--- config.mk ---
export PLATFORM = sky130hd
export DESIGN_NAME = spimem_slave
export DESIGN_NICKNAME = d
export VERILOG_FILES = /design/src/rtl/spimem_pkg.sv /design/src/rtl/spimem_sync.sv /design/src/rtl/spimem_array.sv /design/src/rtl/spimem_slave.sv
export SDC_FILE = /design/constraint.sdc
export NUM_CORES = 2
export LEC_CHECK = 0
export BUFFER_PORTS_ARGS = -buffer_cell sky130_fd_sc_hd__buf_2
export CORE_MARGIN = 4
export CORE_UTILIZATION = 45
export CTS_CLUSTER_SIZE = 12
export DETAILED_ROUTE_END_ITERATION = 8
export MAX_ROUTING_LAYER = met4
export PLACE_DENSITY = 0.68
export SETUP_SLACK_MARGIN = 0.1
export SLEW_MARGIN = 20
export SYNTH_ARGS = -nofsm -noshare
export SYNTH_HDL_FRONTEND = slang
export SYNTH_SLANG_ARGS = --single-unit
--- constraint.sdc ---
create_clock -name clk -period 3.41 [get_ports clk]
set_clock_uncertainty 0.05 [all_clocks]
set_input_delay 0.5115 -clock clk [delete_from_list [all_inputs] [get_ports clk]]
set_output_delay 0.5115 -clock clk [all_outputs]
set_load 0.01 [all_outputs]
--- src/rtl/spimem_pkg.sv ---
package spimem_pkg;
  localparam logic [7:0] OP_WREN  = 8'h06;
  localparam logic [7:0] OP_WRDI  = 8'h04;
  localparam logic [7:0] OP_RDSR  = 8'h05;
  localparam logic [7:0] OP_WRSR  = 8'h01;
  localparam logic [7:0] OP_READ  = 8'h03;
  localparam logic [7:0] OP_WRITE = 8'h02;

  // status byte layout: {protect_en, 3'b111, bp[1:0], wel, busy}
  function automatic logic [7:0] pack_status(input logic pen, input logic [1:0] bp,
                                             input logic wel, input logic busy);
    return {pen, 3'b111, bp, wel, busy};
  endfunction
endpackage

--- src/rtl/spimem_sync.sv ---
module spimem_sync #(
  parameter int W = 4,
  parameter int STAGES = 2,
  parameter logic [W-1:0] RST_VAL = '0
) (
  input  logic         clk,
  input  logic         rst_n,
  input  logic [W-1:0] d,
  output logic [W-1:0] q
);
  logic [W-1:0] chain [STAGES];

  always_ff @(posedge clk or negedge rst_n) begin
    if (!rst_n) chain[0] <= RST_VAL;
    else        chain[0] <= d;
  end

  for (genvar s = 1; s < STAGES; s++) begin : g_stage
    always_ff @(posedge clk or negedge rst_n) begin
      if (!rst_n) chain[s] <= RST_VAL;
      else        chain[s] <= chain[s-1];
    end
  end

  assign q = chain[STAGES-1];
endmodule

--- src/rtl/spimem_array.sv ---
module spimem_array #(
  parameter int AW = 8
) (
  input  logic          clk,
  input  logic          rst_n,
  input  logic          we,
  input  logic [AW-1:0] waddr,
  input  logic [7:0]    wdata,
  input  logic [AW-1:0] raddr,
  output logic [7:0]    rdata
);
  localparam int DEPTH = 1 << AW;
  logic [7:0] mem [DEPTH];

  always_ff @(posedge clk or negedge rst_n) begin
    if (!rst_n) begin
      for (int i = 0; i < DEPTH; i++) mem[i] <= '0;
    end else if (we) begin
      mem[waddr] <= wdata;
    end
  end

  assign rdata = mem[raddr];
endmodule

--- src/rtl/spimem_slave.sv ---
module spimem_slave #(
  parameter int AW = 8,
  parameter int SYNC_STAGES = 2,
  parameter int WRITE_CYCLES = 1000
) (
  input  logic       clk,
  input  logic       rst_n,
  input  logic       sck,
  input  logic       cs_n,
  input  logic       si,
  input  logic       hold_n,
  output logic       so_d,
  output logic       so_oe,
  output logic       commit_valid,
  input  logic       commit_ready,
  output logic       commit_is_status,
  output logic [7:0] commit_addr,
  output logic [7:0] commit_data
);
  import spimem_pkg::*;
  localparam int CW = $clog2(WRITE_CYCLES + 1);

  // synchronized bus pins
  logic [3:0] pins_s;
  logic sck_s, cs_s, hold_s, si_s;
  spimem_sync #(.W(4), .STAGES(SYNC_STAGES), .RST_VAL(4'b0110)) u_sync (
    .clk(clk), .rst_n(rst_n), .d({sck, cs_n, hold_n, si}), .q(pins_s));
  assign {sck_s, cs_s, hold_s, si_s} = pins_s;

  logic sck_q, cs_q, held;
  logic sck_rise, sck_fall, cs_fall, cs_rise;
  assign sck_rise = sck_s & ~sck_q & ~cs_s & ~held;
  assign sck_fall = ~sck_s & sck_q & ~cs_s & ~held;
  assign cs_fall  = ~cs_s & cs_q;
  assign cs_rise  = cs_s & ~cs_q;

  always_ff @(posedge clk or negedge rst_n) begin
    if (!rst_n) begin
      sck_q <= 1'b0;
      cs_q  <= 1'b1;
      held  <= 1'b0;
    end else begin
      sck_q <= sck_s;
      cs_q  <= cs_s;
      if (cs_s)                          held <= 1'b0;
      else if (!held && !hold_s && !sck_s) held <= 1'b1;
      else if (held && hold_s && !sck_s)   held <= 1'b0;
    end
  end

  // frame capture
  logic [6:0] rx_sr;
  logic [2:0] bit_idx, byte_cnt;
  logic [7:0] op_q, adr_q, wdat_q, tx_sr;
  logic [AW-1:0] rd_ptr, raddr;
  logic [7:0] rdata, rx_byte, status;
  logic so_q;

  // commit and status state
  logic cv, cv_stat, wel, pen;
  logic [1:0] bp;
  logic [7:0] cv_addr, cv_data;
  logic [CW-1:0] busy_cnt;
  logic cnt_run, busy_any, handshake;

  assign cnt_run   = (busy_cnt != '0);
  assign busy_any  = cv | cnt_run;
  assign handshake = cv & commit_ready;
  assign status    = pack_status(pen, bp, wel, busy_any);
  assign rx_byte   = {rx_sr, si_s};
  assign raddr     = (byte_cnt == 3'd1) ? rx_byte[AW-1:0] : rd_ptr;

  spimem_array #(.AW(AW)) u_array (
    .clk(clk), .rst_n(rst_n), .we(handshake & ~cv_stat),
    .waddr(cv_addr[AW-1:0]), .wdata(cv_data), .raddr(raddr), .rdata(rdata));

  always_ff @(posedge clk or negedge rst_n) begin
    if (!rst_n) begin
      rx_sr <= '0; bit_idx <= '0; byte_cnt <= '0;
      op_q <= '0; adr_q <= '0; wdat_q <= '0;
      tx_sr <= '0; rd_ptr <= '0; so_q <= 1'b0;
    end else if (cs_fall) begin
      bit_idx <= '0; byte_cnt <= '0; tx_sr <= '0;
    end else if (sck_rise) begin
      rx_sr   <= rx_byte[6:0];
      bit_idx <= bit_idx + 3'd1;
      if (bit_idx == 3'd7) begin
        if (byte_cnt != 3'd7) byte_cnt <= byte_cnt + 3'd1;
        if (byte_cnt == 3'd0) begin
          op_q <= rx_byte;
          if (rx_byte == OP_RDSR) tx_sr <= status;
        end else begin
          if (byte_cnt == 3'd1) adr_q <= rx_byte;
          if (byte_cnt == 3'd2) wdat_q <= rx_byte;
          if (op_q == OP_RDSR) tx_sr <= status;
          if (op_q == OP_READ) begin
            tx_sr  <= rdata;
            rd_ptr <= raddr + 1'b1;
          end
        end
      end
    end else if (sck_fall) begin
      so_q  <= tx_sr[7];
      tx_sr <= {tx_sr[6:0], 1'b0};
    end
  end

  always_ff @(posedge clk or negedge rst_n) begin
    if (!rst_n) begin
      cv <= 1'b0; cv_stat <= 1'b0; cv_addr <= '0; cv_data <= '0;
      wel <= 1'b0; pen <= 1'b0; bp <= '0; busy_cnt <= '0;
    end else begin
      if (cnt_run) busy_cnt <= busy_cnt - 1'b1;
      if (cs_rise && bit_idx == 3'd0) begin
        if (op_q == OP_WREN && byte_cnt == 3'd1) wel <= 1'b1;
        if (op_q == OP_WRDI && byte_cnt == 3'd1) wel <= 1'b0;
        if (op_q == OP_WRITE && byte_cnt == 3'd3 && wel && !busy_any) begin
          cv <= 1'b1; cv_stat <= 1'b0; cv_addr <= adr_q; cv_data <= wdat_q;
        end
        if (op_q == OP_WRSR && byte_cnt == 3'd2 && wel && !busy_any) begin
          cv <= 1'b1; cv_stat <= 1'b1; cv_addr <= '0; cv_data <= adr_q;
        end
      end
      if (handshake) begin
        cv       <= 1'b0;
        wel      <= 1'b0;
        busy_cnt <= CW'(WRITE_CYCLES);
        if (cv_stat) begin
          pen <= cv_data[7];
          bp  <= cv_data[3:2];
        end
      end
    end
  end

  assign so_d             = so_q;
  assign so_oe            = ~cs_s & ~held;
  assign commit_valid     = cv;
  assign commit_is_status = cv_stat;
  assign commit_addr      = cv_addr;
  assign commit_data      = cv_data;
endmodule

==> results.md <==
| Parameter | This run | Unit |
| --- | --- | --- |
| Run status | complete, but fails checks | - |
| Violated checks | setup timing | - |
| Async set-reset flop share out of synthesis | 1.000 | - |
| First-pass GRT wire length | 503200 | um |
| Largest fanout on the critical path | 11 | - |
| Weighted congestion reported at the end of routability-driven placement | 1.000 | - |
| Number of enable flip-flop cells after synthesis | 0 | - |
| Count of endpoints failing hold in the final timing report | 0 | - |
| Initial antenna violation count | 12 | - |
| Clock period minus final worst setup slack | 3.610 | ns |
| Most numerous cell in the Yosys netlist | sky130_fd_sc_hd__dfrtp_1 | - |
| Final wirelength | 340800 | um |
| Placed cell areas | 108700 | sq um |
| Largest net degree at the start of global routing | 187 | - |
| Cell variety after synth | 79 | - |
| Clock root buffer master | sky130_fd_sc_hd__clkbuf_16 | - |
| Core Footprint | 217600 | sq um |
| Reported leakage power | 55.29 | nW |
| Total GRT Usage | 0.3030 | - |
| Chip height | 476.2 | um |
| Worst setup SP type | register | - |
| Average detailed-routed wire length per instance | 28.76 | um |
| Power density relative to cell area | 428.5 | nW/um^2 |
| Peak Freq | 277.0 | MHz |
| Total of buffers placed on input and output ports | 26 | - |
| Sw Pwr | 11.25 | mW |
| Dominant cells by area after synthesis | sky130_fd_sc_hd__dfrtp_1, sky130_fd_sc_hd__mux2_2, sky130_fd_sc_hd__nand2_1 | - |
| Starting utilization of the core area | 0.4533 | - |
| Clk network pwr share | 0.474 | - |
| Via count | 73610 | - |
| Critical Path Sink Type | register | - |
| Worst slew slack as a fraction of its limit | 0.2674 | - |
| Boundary pin count | 27 | - |
| Period utilization | 1.059 | - |
| Number of nets with antenna violations after detailed routing | 0 | - |
| Drc violations | 0 | - |
| Die extent in x | 476.2 | um |
| Vias in the first global route | 73990 | - |
| Util after Layout | 0.5428 | - |
| CTS HTree Levels | 4 | - |
| Detailed-route vias per instance | 6.213 | - |
| Setup repair after global routing missed its margin | yes | - |
| Number of buffers created by CTS | 220 | - |
| Number of warnings printed during yosys synthesis | 0 | - |
| Max rail drop VDD | 0.0005523 | V |
| First-iteration detailed-routing DRC count | 9204 | - |
| Netlist area before placement | 98640 | sq um |
| Internal power of the cells | 39.36 | mW |
| Clock tree from TritonCTS | built | - |
| Maximum Capacitance Violations | 0 | - |
| Part of the Yosys area used for sequential elements | 0.5442 | - |
| Setup TNS | -1.333 | ns |
| Least-Margin Pin Slew | 1.099 | ns |
| Fraction of post-synthesis cell area in the top cell type by area | 0.5429 | - |
| Sw Ratio | 0.2223 | - |
| Synth top cells by count | sky130_fd_sc_hd__dfrtp_1, sky130_fd_sc_hd__mux2_2, sky130_fd_sc_hd__nand2_1 | - |
| Final number of max-transition violations | 0 | - |
| Gate count of the mapped netlist | 8138 | - |
| Post-layout nets | 8828 | - |
| Detailed-router iteration count before antenna repair | 9 | - |
| Filler Cell Count | 17770 | - |
| Number of nets in the synthesized netlist | 8156 | - |
| Biggest area consumer among synthesized cells | sky130_fd_sc_hd__dfrtp_1 | - |
| Prevailing post-synth register cell | sky130_fd_sc_hd__dfrtp_1 | - |
| Clock network latency to the later pin of the worst-skew pair | 0.90 | ns |
| Final worst-path setup slack | -0.2000 | ns |
| Die outline area | 226700 | sq um |
| Setup violations, final | 8 | - |
| Worst slack at placement | -0.8151 | ns |
| Crit path kind | reg -> reg | - |
| Critical Path RT | 4.19 | ns |
| Number of core rows | 171 | - |
| Share of cells above drive strength 1 | 0.4123 | - |
| Combinational cell fraction of total power | 0.019 | - |
| Mapped Avg Cell Area | 12.12 | sq um |
| Overall overflow remaining after global route | 0 | - |
| Share of power burned in registers | 0.507 | - |
| Number of sinks driven by the clock tree | 2145 | - |
| Worst-case clock buffer depth | 3 | - |
| Signed area change from the synthesized netlist to the final layout | 19.73 | % |
| Finished layout cell area | 118100 | sq um |
| Arr. time, crit path | 4.39 | ns |
| Detail Placement HPWL | 222600 | um |
| Clock slew at reported path FFs | 0.06 | ns |
| Type of the worst min-delay path | in -> async | - |
| Synth Register Bits | 2145 | - |
## area by class of cell
class	count	area (sq um)	area share
sequential	2145	53710	0.4548
multi-input combinational	5389	43270	0.3664
timing repair buffer	1032	10270	0.08698
clock buffer	346	6501	0.05505
tap	2854	3571	0.03024
clock inverter	47	618.1	0.005234
inverter	20	103.9	0.0008793
antenna	13	32.53	0.0002755
timing repair inverter	2	20.02	0.0001695
## cell usage in the layout, fill, tap and decap left out, drive strengths merged, types with 6 or more instances in the layout
cell         count
a2111oi          9
o21ai           71
dfrtp         2140
mux2i          170
a22oi           51
nand4           95
a221oi          10
dlygate4sd3      6
clkinv          34
o221ai          13
a311oi          13
o31ai            8
nand2b          14
mux4           103
a211oi          21
and3            17
a32oi          105
nor4            20
o22ai           29
a22o             9
xnor2            8
inv             25
nor2b           11
mux2          2090
nand2         1460
clkbuf         348
diode           13
bufinv           7
nor2           226
o211ai          11
nand3          431
nor3            29
bufbuf          11
buf           1013
a21oi          133
a31oi          153
ha              11
## critical path, stage by stage, from the launching register on
cell                        delay (ns)
sky130_fd_sc_hd__dfrtp_1          0.39
sky130_fd_sc_hd__inv_2            0.08
sky130_fd_sc_hd__ha_4             0.18
sky130_fd_sc_hd__nand2b_4         0.12
sky130_fd_sc_hd__a21oi_4          0.21
sky130_fd_sc_hd__buf_12           0.19
sky130_fd_sc_hd__bufbuf_16        0.29
sky130_fd_sc_hd__buf_4            0.13
sky130_fd_sc_hd__nor2_4           0.04
sky130_fd_sc_hd__buf_12           0.15
sky130_fd_sc_hd__buf_12           0.15
sky130_fd_sc_hd__nand3_1          0.07
sky130_fd_sc_hd__nand4_1          0.23
sky130_fd_sc_hd__a21oi_1          0.24
sky130_fd_sc_hd__buf_4            0.15
sky130_fd_sc_hd__nand4_1          0.26
sky130_fd_sc_hd__a31oi_1          0.27
sky130_fd_sc_hd__buf_4            0.17
sky130_fd_sc_hd__a221o_1          0.13
## state kept, by name, summed over array words and instances, names as in the netlist, 7 cells and up
name and count:
u_array.mem 2048, busy_cnt 10, adr_q 8, commit_addr 8, commit_data 8, op_q 8, rd_ptr 8, tx_sr 8
wdat_q 8, rx_sr 7
## stage by stage
step	total power [mW]	std cells	hold slack, ns
6_report	50.61	11850	0.2070
5_1_grt	52.05	11850	0.2147
4_1_cts	50.84	11820	0.1813
3_5_place_dp	27.09	11350	0.2973
3_3_place_gp	27.06	11350	0.2928
2_1_floorplan	26.27	8138	0.1659
## cells by family (layout without fill, tap and decap cells)
group,Yosys count,in the layout,share of synthesized area
simple gates,2335,2335,0.1002
mux,2363,2363,0.2796
other cells,0,13,0
buf+inv,604,1447,0.02730
flops,2145,2145,0.5442
fa+ha+maj,11,11,0.001395
xor+xnor,9,9,0.0007992
compound gates,671,671,0.04643
## path summary, 6_finish.rpt
check / depth (start not counted) / endpoint / slack (ns) / from
setup reg to reg: 18 / tx_sr[2] / -0.20 / byte_cnt[1]
hold reg to reg: 0 / u_sync.q[2] / 0.31 / u_sync.chain[6]
max in group asynchronous: 3 / u_array.mem[1799] / 1.79 / rst_n
hold / removal: 2 / u_array.mem[463] / 0.21 / rst_n
min in group clk: 2 / u_sync.chain[4] / 0.21 / si
setup / recovery: 18 / tx_sr[2] / -0.20 / byte_cnt[1]
## what timing repair did
action	4_1_cts	5_1_grt
cloned	17	2
buffers inserted	53	13
resized for setup	168	50
pin swaps	56	24
hold endpoints to repair	49	0
hold buffers	6	0
endpoints found under the setup margin	9	23
## power groups by stage
stage / clock network, mW / logic (mW) / registers [mW]
global placement: 0 / 0.953 / 26.1
detailed placement: 0 / 0.981 / 26.1
CTS: 24.2 / 0.992 / 25.6
floorplan: 0 / 0.210 / 26.1
finish: 24.0 / 0.970 / 25.7
global route: 25.3 / 1.10 / 25.6
## per-layer routing
metal	global-route usage	wire length (um)
met4	0.1441	18240
met1	0.3982	136200
met3	0.07986	35370
met2	0.4379	151000
met5	-	0
Note: power is estimated with default switching activity, not from simulation.
